[config.mk]
export PLATFORM = sky130hd
export DESIGN_NAME = i2c_sclgen_div
export DESIGN_NICKNAME = d
export VERILOG_FILES = /design/src/rtl/sclgen_pkg.sv /design/src/rtl/sclgen_cfg_shadow.sv /design/src/rtl/sclgen_lin_stage.sv /design/src/rtl/sclgen_pow2_stage.sv /design/src/rtl/i2c_sclgen_div.sv
export SDC_FILE = /design/constraint.sdc
export NUM_CORES = 1
export LEC_CHECK = 0
export BUFFER_PORTS_ARGS = -buffer_cell sky130_fd_sc_hd__buf_2
export CORE_MARGIN = 5
export CORE_UTILIZATION = 45
export CTS_BUF_LIST = sky130_fd_sc_hd__clkbuf_16
export CTS_CLUSTER_SIZE = 30
export DETAILED_ROUTE_END_ITERATION = 12
export GPL_TIMING_DRIVEN = 0
export PLACE_DENSITY = 0.65
export SYNTH_ARGS = -nofsm -noshare
export SYNTH_HDL_FRONTEND = slang
export SYNTH_SLANG_ARGS = --single-unit
[constraint.sdc]
create_clock -name clk -period 2.7 [get_ports clk]
set_input_delay 0.27 -clock clk [delete_from_list [all_inputs] [get_ports clk]]
set_output_delay 0.27 -clock clk [all_outputs]
set_load 0.005 [all_outputs]
[src/rtl/sclgen_pkg.sv]
package sclgen_pkg;

    localparam int HPER_W    = 8;
    localparam int MDIV_W    = 4;
    localparam int NDIV_W    = 3;
    localparam int CTL_W     = MDIV_W + NDIV_W;

    localparam logic [HPER_W-1:0] HPER_MIN = HPER_W'(5);
    localparam logic [MDIV_W-1:0] MDIV_MIN = MDIV_W'(2);
    localparam logic [HPER_W-1:0] HPER_RST = HPER_W'(8'h18);
    localparam logic [MDIV_W-1:0] MDIV_RST = MDIV_W'(2);
    localparam logic [NDIV_W-1:0] NDIV_RST = NDIV_W'(0);

    typedef struct packed {
        logic [HPER_W-1:0] hper;
        logic [MDIV_W-1:0] mdiv;
        logic [NDIV_W-1:0] ndiv;
    } sclgen_cfg_t;

    // Split the control word and raise out-of-range settings to their floor.
    function automatic sclgen_cfg_t unpack_cfg(input logic [HPER_W-1:0] hper,
                                               input logic [CTL_W-1:0]  ctl);
        sclgen_cfg_t c;
        c.hper = (hper < HPER_MIN) ? HPER_MIN : hper;
        c.mdiv = (ctl[CTL_W-1:NDIV_W] < MDIV_MIN) ? MDIV_MIN : ctl[CTL_W-1:NDIV_W];
        c.ndiv = ctl[NDIV_W-1:0];
        return c;
    endfunction

endpackage

[src/rtl/sclgen_cfg_shadow.sv]
module sclgen_cfg_shadow
    import sclgen_pkg::*;
(
    input  logic              clk,
    input  logic              rst_n,
    input  logic              load_i,
    input  logic [HPER_W-1:0] hper_i,
    input  logic [CTL_W-1:0]  ctl_i,
    output sclgen_cfg_t       cfg_o
);

    typedef struct packed {
        sclgen_cfg_t cfg;
    } shadow_st_t;

    shadow_st_t st_d, st_q;

    always_comb begin
        st_d = st_q;
        if (load_i) begin
            st_d.cfg = unpack_cfg(hper_i, ctl_i);
        end
    end

    always_ff @(posedge clk or negedge rst_n) begin
        if (!rst_n) begin
            st_q.cfg.hper <= HPER_RST;
            st_q.cfg.mdiv <= MDIV_RST;
            st_q.cfg.ndiv <= NDIV_RST;
        end else begin
            st_q <= st_d;
        end
    end

    assign cfg_o = st_q.cfg;

endmodule

[src/rtl/sclgen_lin_stage.sv]
module sclgen_lin_stage #(
    parameter int CW = 8
) (
    input  logic          clk,
    input  logic          rst_n,
    input  logic          step_i,
    input  logic [CW-1:0] limit_i,
    output logic          wrap_o
);

    typedef struct packed {
        logic [CW-1:0] cnt;
    } lin_st_t;

    lin_st_t st_d, st_q;
    logic    at_end;

    always_comb begin
        st_d   = st_q;
        at_end = (st_q.cnt >= limit_i);
        wrap_o = step_i && at_end;
        if (step_i) begin
            st_d.cnt = at_end ? '0 : st_q.cnt + 1'b1;
        end
    end

    always_ff @(posedge clk or negedge rst_n) begin
        if (!rst_n) begin
            st_q <= '0;
        end else begin
            st_q <= st_d;
        end
    end

endmodule

[src/rtl/sclgen_pow2_stage.sv]
module sclgen_pow2_stage #(
    parameter int SW = 3
) (
    input  logic          clk,
    input  logic          rst_n,
    input  logic          step_i,
    input  logic [SW-1:0] sel_i,
    output logic          wrap_o
);

    localparam int CW = (1 << SW) - 1;

    typedef struct packed {
        logic [CW-1:0] cnt;
    } p2_st_t;

    p2_st_t        st_d, st_q;
    logic [CW-1:0] mask;

    // Low sel_i bits of the mask are set: the counter wraps after 2^sel_i steps.
    for (genvar gi = 0; gi < CW; gi++) begin : g_mask
        assign mask[gi] = (SW'(gi) < sel_i);
    end

    always_comb begin
        st_d   = st_q;
        wrap_o = step_i && ((st_q.cnt & mask) == mask);
        if (step_i) begin
            st_d.cnt = wrap_o ? '0 : st_q.cnt + 1'b1;
        end
    end

    always_ff @(posedge clk or negedge rst_n) begin
        if (!rst_n) begin
            st_q <= '0;
        end else begin
            st_q <= st_d;
        end
    end

endmodule

[src/rtl/i2c_sclgen_div.sv]
module i2c_sclgen_div
    import sclgen_pkg::*;
#(
    parameter int FIXED_DIV = 10
) (
    input  logic              clk,
    input  logic              rst_n,
    input  logic [HPER_W-1:0] cfg_hper_i,
    input  logic [CTL_W-1:0]  cfg_ctl_i,
    output logic              scl_tick_o,
    output logic              scl_phase_o
);

    localparam int FD_W = $clog2(FIXED_DIV);

    typedef struct packed {
        logic tick;
        logic phase;
    } out_st_t;

    out_st_t     st_d, st_q;
    sclgen_cfg_t cfg_cur;
    logic        wrap_hper, wrap_pow2, wrap_mdiv, wrap_fix;

    sclgen_cfg_shadow u_shadow (
        .clk    (clk),
        .rst_n  (rst_n),
        .load_i (wrap_fix),
        .hper_i (cfg_hper_i),
        .ctl_i  (cfg_ctl_i),
        .cfg_o  (cfg_cur)
    );

    sclgen_lin_stage #(.CW(HPER_W)) u_hper (
        .clk     (clk),
        .rst_n   (rst_n),
        .step_i  (1'b1),
        .limit_i (cfg_cur.hper),
        .wrap_o  (wrap_hper)
    );

    sclgen_pow2_stage #(.SW(NDIV_W)) u_pow2 (
        .clk    (clk),
        .rst_n  (rst_n),
        .step_i (wrap_hper),
        .sel_i  (cfg_cur.ndiv),
        .wrap_o (wrap_pow2)
    );

    sclgen_lin_stage #(.CW(MDIV_W)) u_mdiv (
        .clk     (clk),
        .rst_n   (rst_n),
        .step_i  (wrap_pow2),
        .limit_i (cfg_cur.mdiv),
        .wrap_o  (wrap_mdiv)
    );

    sclgen_lin_stage #(.CW(FD_W)) u_fix (
        .clk     (clk),
        .rst_n   (rst_n),
        .step_i  (wrap_mdiv),
        .limit_i (FD_W'(FIXED_DIV - 1)),
        .wrap_o  (wrap_fix)
    );

    always_comb begin
        st_d       = st_q;
        st_d.tick  = wrap_fix;
        st_d.phase = st_q.phase ^ wrap_fix;
    end

    always_ff @(posedge clk or negedge rst_n) begin
        if (!rst_n) begin
            st_q <= '0;
        end else begin
            st_q <= st_d;
        end
    end

    assign scl_tick_o  = st_q.tick;
    assign scl_phase_o = st_q.phase;

endmodule

==> run_results.csv, run 1 <==
group,metric,value,unit
grt,overflow,0,
logic_synthesis,synth-compound-area-share,13.6,%
setup_path,path_max_fanout,6,
final_layout,multiInputGateArea,1100,um2
setup_path,crit_path_start_kind,"flop",
logic_synthesis,muxShareOfSynthArea,8.93,%
logic_synthesis,synth_warnings,0,
logic_synthesis,ys_types,43,
final_layout,postLayoutCellArea,2560,um2
power_and_ir_drop,vdd_drop_max,0.336,mV
route,first_pass_iters,4,
setup_path,cp.required,2.86,ns
timing,setup-violations-final,0,
logic_synthesis,synth_area_leaders,"dfrtp_1 (42%), ha_1 (10%), mux2_2 (4.6%), nand3_1 (3.6%), dfstp_2 (3.6%)",
run_status,outcome,"completed",
placed_design,hpwlAfterDp,2980,um
setup_path,worstReg2RegStart,"u_hper.st_q[0]",
grt,grt_pass1_wl,7310,um
floorplanning,start_util,46.6,%
clock_network,htree_levels,2,
final_layout,fin_nets,273,
floorplanning,core.rowCount,25,
timing,finalCritPeriodShare,92.5,%
final_layout,area.sequential,1000,um2
final_layout,area_delta_synth_final,16.5,%
logic_synthesis,synth_cells,210,
timing,min_period,2.50,ns
timing,fmax,401,MHz
timing,worst_pin_slew,0.875,ns
power_and_ir_drop,seq_power_share,46.4,%
power_and_ir_drop,p_leak,1.25,nW
route,drc_errors,0,
timing,clock_skew,0.00478,ns
grt,antenna_found_initial,0,
floorplanning,die_h,79.9,um
power_and_ir_drop,p_comb_share,2.2,%
clock_network,clk_pin_slew_worst_paths,0.06,ns
setup_path,rr_worst_depth,7,
logic_synthesis,synth-edff-count,0,
setup_path,r2r_setup_slack,0.20,ns
setup_path,crit_type,"flop to flop",
logic_synthesis,synth_top_area_share,42.1,%
route,vias,1596,
placed_design,dp_slack,-0.189,ns
clock_network,numCtsBuffers,5,
final_layout,diodes,0,
clock_network,clock_insertion_delay_worst_skew,0.28,ns
logic_synthesis,synth_most_common_cell,"dfrtp_1",
placed_design,io_buffers,18,
setup_path,r2r-end,"u_mdiv.st_q[2]",
clock_network,clk_path_buf_depth,2,
grt,grt_usage,14.7,%
floorplanning,die_w,79.9,um
route,drt_wl_total,4200,um
logic_synthesis,ys_seq_elements,40,
setup_path,critical-path-max-stage-delay,0.73,ns
timing,slew_violations,0,
logic_synthesis,synth_area_per_cell,10.5,um2
power_and_ir_drop,p_total,1.29,mW
timing,rsz0062_at_grt,"false",
power_and_ir_drop,p_sw_share,19.2,%
logic_synthesis,yosysTopAreaCell,"dfrtp_1",
clock_network,clkSinkCount,40,
timing,fin_setup_tns,0,ns
logic_synthesis,synthesis.area,2200,um2
floorplanning,fp.dieArea,6390,um2
setup_path,cp-end-kind,"flop",
clock_network,cts_tree,"yes",
logic_synthesis,yosys-top-cells-count,"dfrtp_1 (37), ha_1 (18), inv_1 (18)",
timing,relSlewSlack,40.9,%
grt,grt_pass1_vias,1553,
placed_design,dpl-instance-area,2370,um2
logic_synthesis,synth-seq-area-share,45.7,%
floorplanning,design.core.area,4720,um2
route,vias_per_cell,5.22,
logic_synthesis,ys.flop_type,"dfrtp_1",
logic_synthesis,yosys.area_share.xor_xnor,2.79,%
logic_synthesis,synthSimpleGateAreaFrac,14.4,%
setup_path,crit_family,"compound AO/OA/AOI/OAI gates",
timing,report.final.hold_viol_count,0,
setup_path,crit_chain,"inv_1 > ha_1 > nand2b_1 > a31oi_1 > o41ai_1 > nand3_1 > o311ai_0",
power_and_ir_drop,clkPwrFrac,51.4,%
power_and_ir_drop,power_density,504,nW/um2
setup_path,critPathBufInv,1,
setup_path,crit_slowest_cell,"o41ai_1",
logic_synthesis,postSynth.asyncResetShare,100,%
route,avgRoutedWirePerCell,13.7,um
timing,holdWs,0.114,ns
logic_synthesis,syn_nets,245,
job,max_cap_violations,0,
final_layout,stdcell_count,306,
logic_synthesis,synth_fa_ha_area_share,10.2,%
clock_network,ctsRootBufferMaster,"clkbuf_16",
power_and_ir_drop,intPower,1.04,mW
grt,grt_max_degree,41,
setup_path,path_depth,7,
placed_design,gp_congestion,0.811,
final_layout,post-route-util,54.3,%
final_layout,drive_gt1_share,21.8,%
route,drt_iter0_drc,114,
setup_path,crit_end,"u_mdiv.st_q[2]",
floorplanning,ios,19,
route,final_antenna_net_count,0,
min_path,min_path_type,"input port to asynchronous set/reset pin",
placed_design,dp_cells,295,
setup_path,cp_data_arrival_time,2.65,ns
setup_path,cp-startpoint,"u_hper.st_q[0]",
power_and_ir_drop,switchingPower,0.249,mW
final_layout,n_fill_cell,427,
logic_synthesis,synth_top_family_by_area,"simple AND/OR/NAND/NOR gates",
timing,setup_ws,0.203,ns
==> flip-flops by register name, summed over array words and instances, names as in the netlist <==
register and cells:
scl_phase_o 1, scl_tick_o 1, u_fix.st_q 4, u_hper.st_q 8
u_mdiv.st_q 4, u_pow2.st_q 7, u_shadow.cfg_o 15
==> area by class of cell <==
cell class | count | area share, %
inverter | 18 | 2.63
clock buffer | 5 | 4.88
tap | 67 | 3.27
timing repair buffer | 21 | 4.39
multi-input combinational | 147 | 42.9
sequential | 40 | 39.2
clock inverter | 3 | 1.66
buffer | 5 | 1.07
==> per-layer routing <==
layer	wire length (um)	vias to the layer above	GRT usage (%)
met4	51	0	5.07
met3	129	5	2.71
li1	-	804	-
met2	1840	27	22.1
met1	2170	760	21.0
met5	0	-	0
==> what timing repair did <==
action,4_1_cts,5_1_grt
resized for setup,0,0
hold buffers,0,0
endpoints found under the setup margin,15,0
buffers inserted,3,0
==> worst min path at each step <==
| stage | start | endpoint |
|---|---|---|
| after detailed placement | rst_n | u_shadow.cfg_o[12] |
| final | rst_n | u_shadow.cfg_o[12] |
| after global placement | rst_n | u_shadow.cfg_o[12] |
| after global routing | rst_n | u_shadow.cfg_o[13] |
| after floorplan | rst_n | scl_phase_o |
| after CTS | rst_n | u_shadow.cfg_o[12] |
==> placed cells by master, fill, tap and decap left out, drive strengths merged, types with 2 or more instances in the layout <==
master,n
dfrtp,37
buf,23
inv,18
ha,18
nand3,16
nor2,15
o21ai,14
mux2,12
nand2,11
clkbuf,8
a21oi,6
xor2,6
and3,5
mux2i,5
a22o,4
nand2b,3
a31oi,3
or2,3
dfstp,3
o21a,2
nor2b,2
nand4,2
a21boi,2
o41a,2
nor4,2
==> kinds of logic after synthesis <==
family          count (synthesis)
simple gates                   62
buf+inv                        23
mux                            17
fa+ha+maj                      18
flops                          40
compound gates                 43
xor+xnor                        7
==> power groups by stage <==
stage	sequential (mW)	combinational, mW	clock, mW
2_1_floorplan	0.611	0.00400	0
3_3_place_gp	0.610	0.0297	0
3_5_place_dp	0.610	0.0299	0
4_1_cts	0.600	0.0299	0.685
5_1_grt	0.599	0.0339	0.708
6_report	0.600	0.0288	0.664
No activity file was read; power rests on OpenSTA's default activity.
==> inputs of run 2 (changes only) <==
--- a/config.mk
+++ b/config.mk
@@ -12,6 +12,7 @@
 export CTS_CLUSTER_SIZE = 30
 export DETAILED_ROUTE_END_ITERATION = 12
 export GPL_TIMING_DRIVEN = 0
+export MAX_ROUTING_LAYER = met4
 export PLACE_DENSITY = 0.65
 export SYNTH_ARGS = -nofsm -noshare
 export SYNTH_HDL_FRONTEND = slang
==> run 2 against run 1 <==
  * Clock skew barely moved
  * Hold slack barely moved
  * Critical path depth did not move
  * Routed wire length rose by 0.33%
  * Via count rose by 0.31%
  * Global-route usage rose by 0.39 points
  * Total power barely moved
  * Die area did not move
  * Non-clock buffer count did not move
  * Combinational power barely moved
  * Sequential power barely moved
  * Register-to-register slack barely moved
==> run_results.csv, run 2 (same netlist as run 1, synthesis figures left out) <==
group,metric,value,unit
route,drc_errors,0,
setup_path,path_max_fanout,6,
final_layout,final_cell_mix,"dfrtp_1 (37), buf_2 (19), inv_1 (18), ha_1 (18), nand3_1 (16)",
clock_network,numCtsBuffers,5,
floorplanning,ios,19,
timing,finalCritPeriodShare,92.5,%
timing,holdWs,0.114,ns
timing,relSlewSlack,40.7,%
floorplanning,start_util,46.6,%
clock_network,cts_resized,0,
placed_design,io_buffers,18,
clock_network,clock_insertion_delay_worst_skew,0.28,ns
route,drt_iter0_drc,99,
setup_path,cp-end-kind,"flop",
final_layout,drive_gt1_share,21.8,%
timing,worst_pin_slew,0.878,ns
floorplanning,design.core.area,4720,um2
route,drt_wl_total,4210,um
clock_network,cts_tree,"yes",
placed_design,gp_congestion,0.823,
timing,clock_skew,0.00510,ns
grt,antenna_found_initial,0,
final_layout,final_common_cell,"dfrtp_1",
route,avgRoutedWirePerCell,13.8,um
final_layout,diodes,0,
setup_path,cp_data_arrival_time,2.65,ns
power_and_ir_drop,power_density,504,nW/um2
timing,fmax,400,MHz
setup_path,crit_path_start_kind,"flop",
timing,slew_violations,0,
route,vias_per_cell,5.23,
power_and_ir_drop,p_total,1.29,mW
floorplanning,fp.dieArea,6390,um2
grt,grt_pass1_vias,1552,
floorplanning,die_w,79.9,um
placed_design,hpwlAfterDp,2980,um
route,first_pass_iters,4,
grt,overflow,0,
final_layout,area_delta_synth_final,16.5,%
min_path,min_path_type,"input port to asynchronous set/reset pin",
clock_network,clk_pin_slew_worst_paths,0.06,ns
clock_network,clk_path_buf_depth,2,
floorplanning,die_h,79.9,um
setup_path,cp.required,2.86,ns
grt,grt_usage,15.1,%
route,final_antenna_net_count,0,
grt,grt_pass1_wl,7310,um
run_status,outcome,"completed",
final_layout,fin_nets,273,
timing,min_period,2.50,ns
grt,grt_max_degree,41,
timing,rsz0062_at_grt,"false",
setup_path,crit_type,"flop to flop",
clock_network,ctsRootBufferMaster,"clkbuf_16",
timing,report.final.hold_viol_count,0,
power_and_ir_drop,vdd_drop_max,0.337,mV
job,max_cap_violations,0,
clock_network,clkSinkCount,40,
floorplanning,core.rowCount,25,
final_layout,largest_register_ffs,15,
timing,setup-violations-final,0,
power_and_ir_drop,p_leak,1.25,nW
clock_network,htree_levels,2,
route,vias,1601,
==> run 2: critical path: stages (launching register included) <==
cell      delay (ns)
dfrtp_1         0.45
inv_1           0.07
ha_1            0.26
nand2b_1        0.10
a31oi_1         0.12
o41ai_1         0.73
nand3_1         0.28
o311ai_0        0.37
==> run 2: area by class of cell <==
class,instances,area (um2)
Fill cell,427,2160
Multi-Input combinational cell,147,1100
Sequential cell,40,1000
Clock buffer,5,125
Timing Repair Buffer,21,113
Tap cell,67,83.8
Inverter,18,67.6
Clock inverter,3,42.5
Buffer,5,27.5
==> run 2: metrics by stage <==
step	util (%)	instance area (um2)	TNS (ns)	setup slack (ns)	instances
final	54.3	2560	0	0.202	306
after detailed placement	50.3	2370	-0.913	-0.189	295
after CTS	54.3	2560	0	0.182	306
after global placement	50.3	2370	-0.846	-0.194	295
after global routing	54.3	2560	0	0.0192	306
after floorplan	-	2200	0	0.170	210
==> run 2: layer usage <==
metal	wire (um)	GRT usage (%)
met1	2200	21.0
met3	123	2.71
met4	51	5.07
met5	0	-
met2	1830	22.1
==> run 2: worst paths after layout <==
check                                     end            from  slack [ns]  cells after the start
min reg2reg                       scl_phase_o     scl_phase_o        0.46                      1
min in group clk            u_shadow.cfg_o[1]    cfg_ctl_i[1]        0.22                      2
max in group asynchronous      u_hper.st_q[3]           rst_n        2.03                      1
min                        u_shadow.cfg_o[12]           rst_n        0.11                      1
max reg2reg                    u_mdiv.st_q[2]  u_hper.st_q[0]        0.20                      7
max                            u_mdiv.st_q[2]  u_hper.st_q[0]        0.20                      7
==> run 2: where the power goes <==
group	internal [mW]	switching, mW	leakage, nW
Clock	0.434	0.231	0.0798
Sequential	0.600	0	0.523
Combinational	0.0106	0.0183	0.647
==> run 2: what timing repair did <==
action,in CTS,in global routing
setup buffers,3,0
hold buffers,0,0
endpoints found under the setup margin,15,0
hold endpoints to repair,0,0
==> inputs of run 3 (changes only) <==
--- a/config.mk
+++ b/config.mk
@@ -14,6 +14,7 @@
 export GPL_TIMING_DRIVEN = 0
 export MAX_ROUTING_LAYER = met4
 export PLACE_DENSITY = 0.65
+export REMOVE_ABC_BUFFERS = 1
 export SYNTH_ARGS = -nofsm -noshare
 export SYNTH_HDL_FRONTEND = slang
 export SYNTH_SLANG_ARGS = --single-unit
==> run 3 against run 2 <==
  * Maximum frequency up 0.80%
  * Largest power group is now registers
  * Global-route usage down 1.2 points
  * Clock skew up 0.0011 ns
  * Count of clock-buffer cells in the layout unchanged
  * Critical path depth unchanged
  * Highest routed layer unchanged
==> run_results.csv, run 3 (same netlist as run 1, synthesis figures left out) <==
group,metric,value,unit
run_status,outcome,"completed",
clock_network,numCtsBuffers,5,
floorplanning,fp.dieArea,6390,um2
setup_path,crit_type,"flop to flop",
power_and_ir_drop,clkPwrFrac,46.8,%
final_layout,largest_register_ffs,15,
final_layout,stdcell_count,303,
grt,grt_max_degree,41,
timing,min_period,2.48,ns
timing,clock_skew,0.00623,ns
clock_network,hold_buffers,0,
clock_network,cts_tree,"yes",
route,vias,1595,
final_layout,drive_gt1_share,21.6,%
power_and_ir_drop,p_sw_share,20.2,%
power_and_ir_drop,p_leak,1.26,nW
setup_path,cp.required,2.87,ns
final_layout,post-route-util,53.8,%
final_layout,final_common_cell,"dfrtp_1",
timing,rsz0062_at_grt,"false",
placed_design,hpwlAfterDp,2720,um
placed_design,dp_cells,291,
final_layout,diodes,0,
placed_design,dpl-instance-area,2360,um2
route,vias_per_cell,5.26,
setup_path,crit_path_start_kind,"flop",
final_layout,fin_nets,270,
floorplanning,die_h,79.9,um
route,drc_errors,0,
timing,relSlewSlack,40.4,%
final_layout,postLayoutCellArea,2540,um2
final_layout,area_delta_synth_final,15.5,%
timing,setup_ws,0.222,ns
route,first_pass_iters,4,
clock_network,clock_insertion_delay_worst_skew,0.28,ns
setup_path,path_max_fanout,17,
power_and_ir_drop,p_total,1.18,mW
grt,antenna_found_initial,0,
clock_network,clkSinkCount,40,
setup_path,critical-path-max-stage-delay,0.59,ns
setup_path,cp-end-kind,"flop",
floorplanning,start_util,46.6,%
placed_design,dp_slack,-0.556,ns
power_and_ir_drop,p_comb_share,2.5,%
timing,finalCritPeriodShare,91.8,%
clock_network,clk_path_buf_depth,2,
job,max_cap_violations,0,
route,drt_wl_total,3890,um
timing,slew_violations,0,
power_and_ir_drop,switchingPower,0.239,mW
power_and_ir_drop,intPower,0.944,mW
placed_design,gp_congestion,0.787,
timing,worst_pin_slew,0.893,ns
final_layout,final_cell_mix,"dfrtp_1 (37), inv_1 (20), ha_1 (18), buf_2 (18), nand3_1 (16)",
min_path,min_path_type,"input port to asynchronous set/reset pin",
route,drt_iter0_drc,68,
grt,overflow,0,
floorplanning,ios,19,
setup_path,crit_chain,"inv_1 > ha_1 > nor2_1 > o41a_4 > nor4_4 > buf_4 > mux2_2",
setup_path,r2r_setup_slack,0.22,ns
grt,grt_pass1_wl,6840,um
grt,grt_pass1_vias,1486,
setup_path,cp_data_arrival_time,2.64,ns
timing,setup-violations-final,0,
floorplanning,core.rowCount,25,
clock_network,clk_pin_slew_worst_paths,0.06,ns
clock_network,htree_levels,2,
grt,grt_usage,13.9,%
floorplanning,die_w,79.9,um
clock_network,ctsRootBufferMaster,"clkbuf_16",
route,final_antenna_net_count,0,
setup_path,crit_slowest_cell,"o41a_4",
power_and_ir_drop,vdd_drop_max,0.303,mV
route,avgRoutedWirePerCell,12.8,um
floorplanning,design.core.area,4720,um2
timing,fmax,404,MHz
timing,report.final.hold_viol_count,0,
placed_design,io_buffers,18,
power_and_ir_drop,seq_power_share,50.7,%
power_and_ir_drop,power_density,465,nW/um2
==> run 3: changes by cell type in the layout (fill, tap and decap cells not counted), sizes merged <==
cell      change
bufinv        -1
clkbuf        -3
clkinvlp      -1
inv           +2
==> run 3: layout make-up <==
| type | instances | area, um2 |
|---|---|---|
| Fill cell | 426 | 2180 |
| Tap cell | 67 | 83.8 |
| Sequential cell | 40 | 1000 |
| Inverter | 18 | 67.6 |
| Multi-Input combinational cell | 147 | 1110 |
| Clock buffer | 5 | 125 |
| Clock inverter | 3 | 12.5 |
| Timing Repair Buffer | 23 | 140 |
==> run 3: metrics by stage <==
| step | setup TNS [ns] | hold WS, ns |
|---|---|---|
| 2_1_floorplan | -0.810 | -0.0256 |
| 3_3_place_gp | -15.02 | 0.453 |
| 3_5_place_dp | -8.19 | 0.450 |
| 4_1_cts | 0 | 0.151 |
| 5_1_grt | 0 | 0.192 |
| 6_report | 0 | 0.117 |
==> run 3: power groups by stage <==
stage,Combinational [mW],Sequential [mW],Clock (mW)
after floorplan,0.00400,0.611,0
after global placement,0.0301,0.610,0
after detailed placement,0.0305,0.610,0
after CTS,0.0305,0.600,0.574
after global routing,0.0334,0.599,0.595
final,0.0292,0.600,0.554
==> run 3: repair_timing <==
item | 4_1_cts | 5_1_grt
setup endpoints to repair | 18 | 0
resized for setup | 0 | 0
buffers inserted | 4 | 0
==> run 3: worst paths after layout <==
check / start / endpoint / cells after the start
min in group clk: cfg_ctl_i[1] / u_shadow.cfg_o[1] / 2
hold reg to reg: scl_phase_o / scl_phase_o / 1
setup / recovery: u_shadow.cfg_o[10] / u_shadow.cfg_o[2] / 7
hold / removal: rst_n / u_shadow.cfg_o[13] / 1
max in group asynchronous: rst_n / u_hper.st_q[7] / 1
setup reg to reg: u_shadow.cfg_o[10] / u_shadow.cfg_o[2] / 7
==> run 3: per-layer routing <==
metal	track usage [%]	routed length (um)	up-vias
met5	-	0	-
met4	5.07	21	0
met3	3.61	156	2
met2	20.1	1770	27
met1	18.7	1940	771
li1	-	-	795
==> run 3: worst max-delay path, delay by kind of cell (launching register included) <==
family | cells | cell delay [ns]
AOI/OAI and AO/OA | 1 | 0.59
adders and majority gates | 1 | 0.27
buffers and inverters | 2 | 0.26
DFF | 1 | 0.54
muxes | 1 | 0.33
and+or+nand+nor | 2 | 0.38
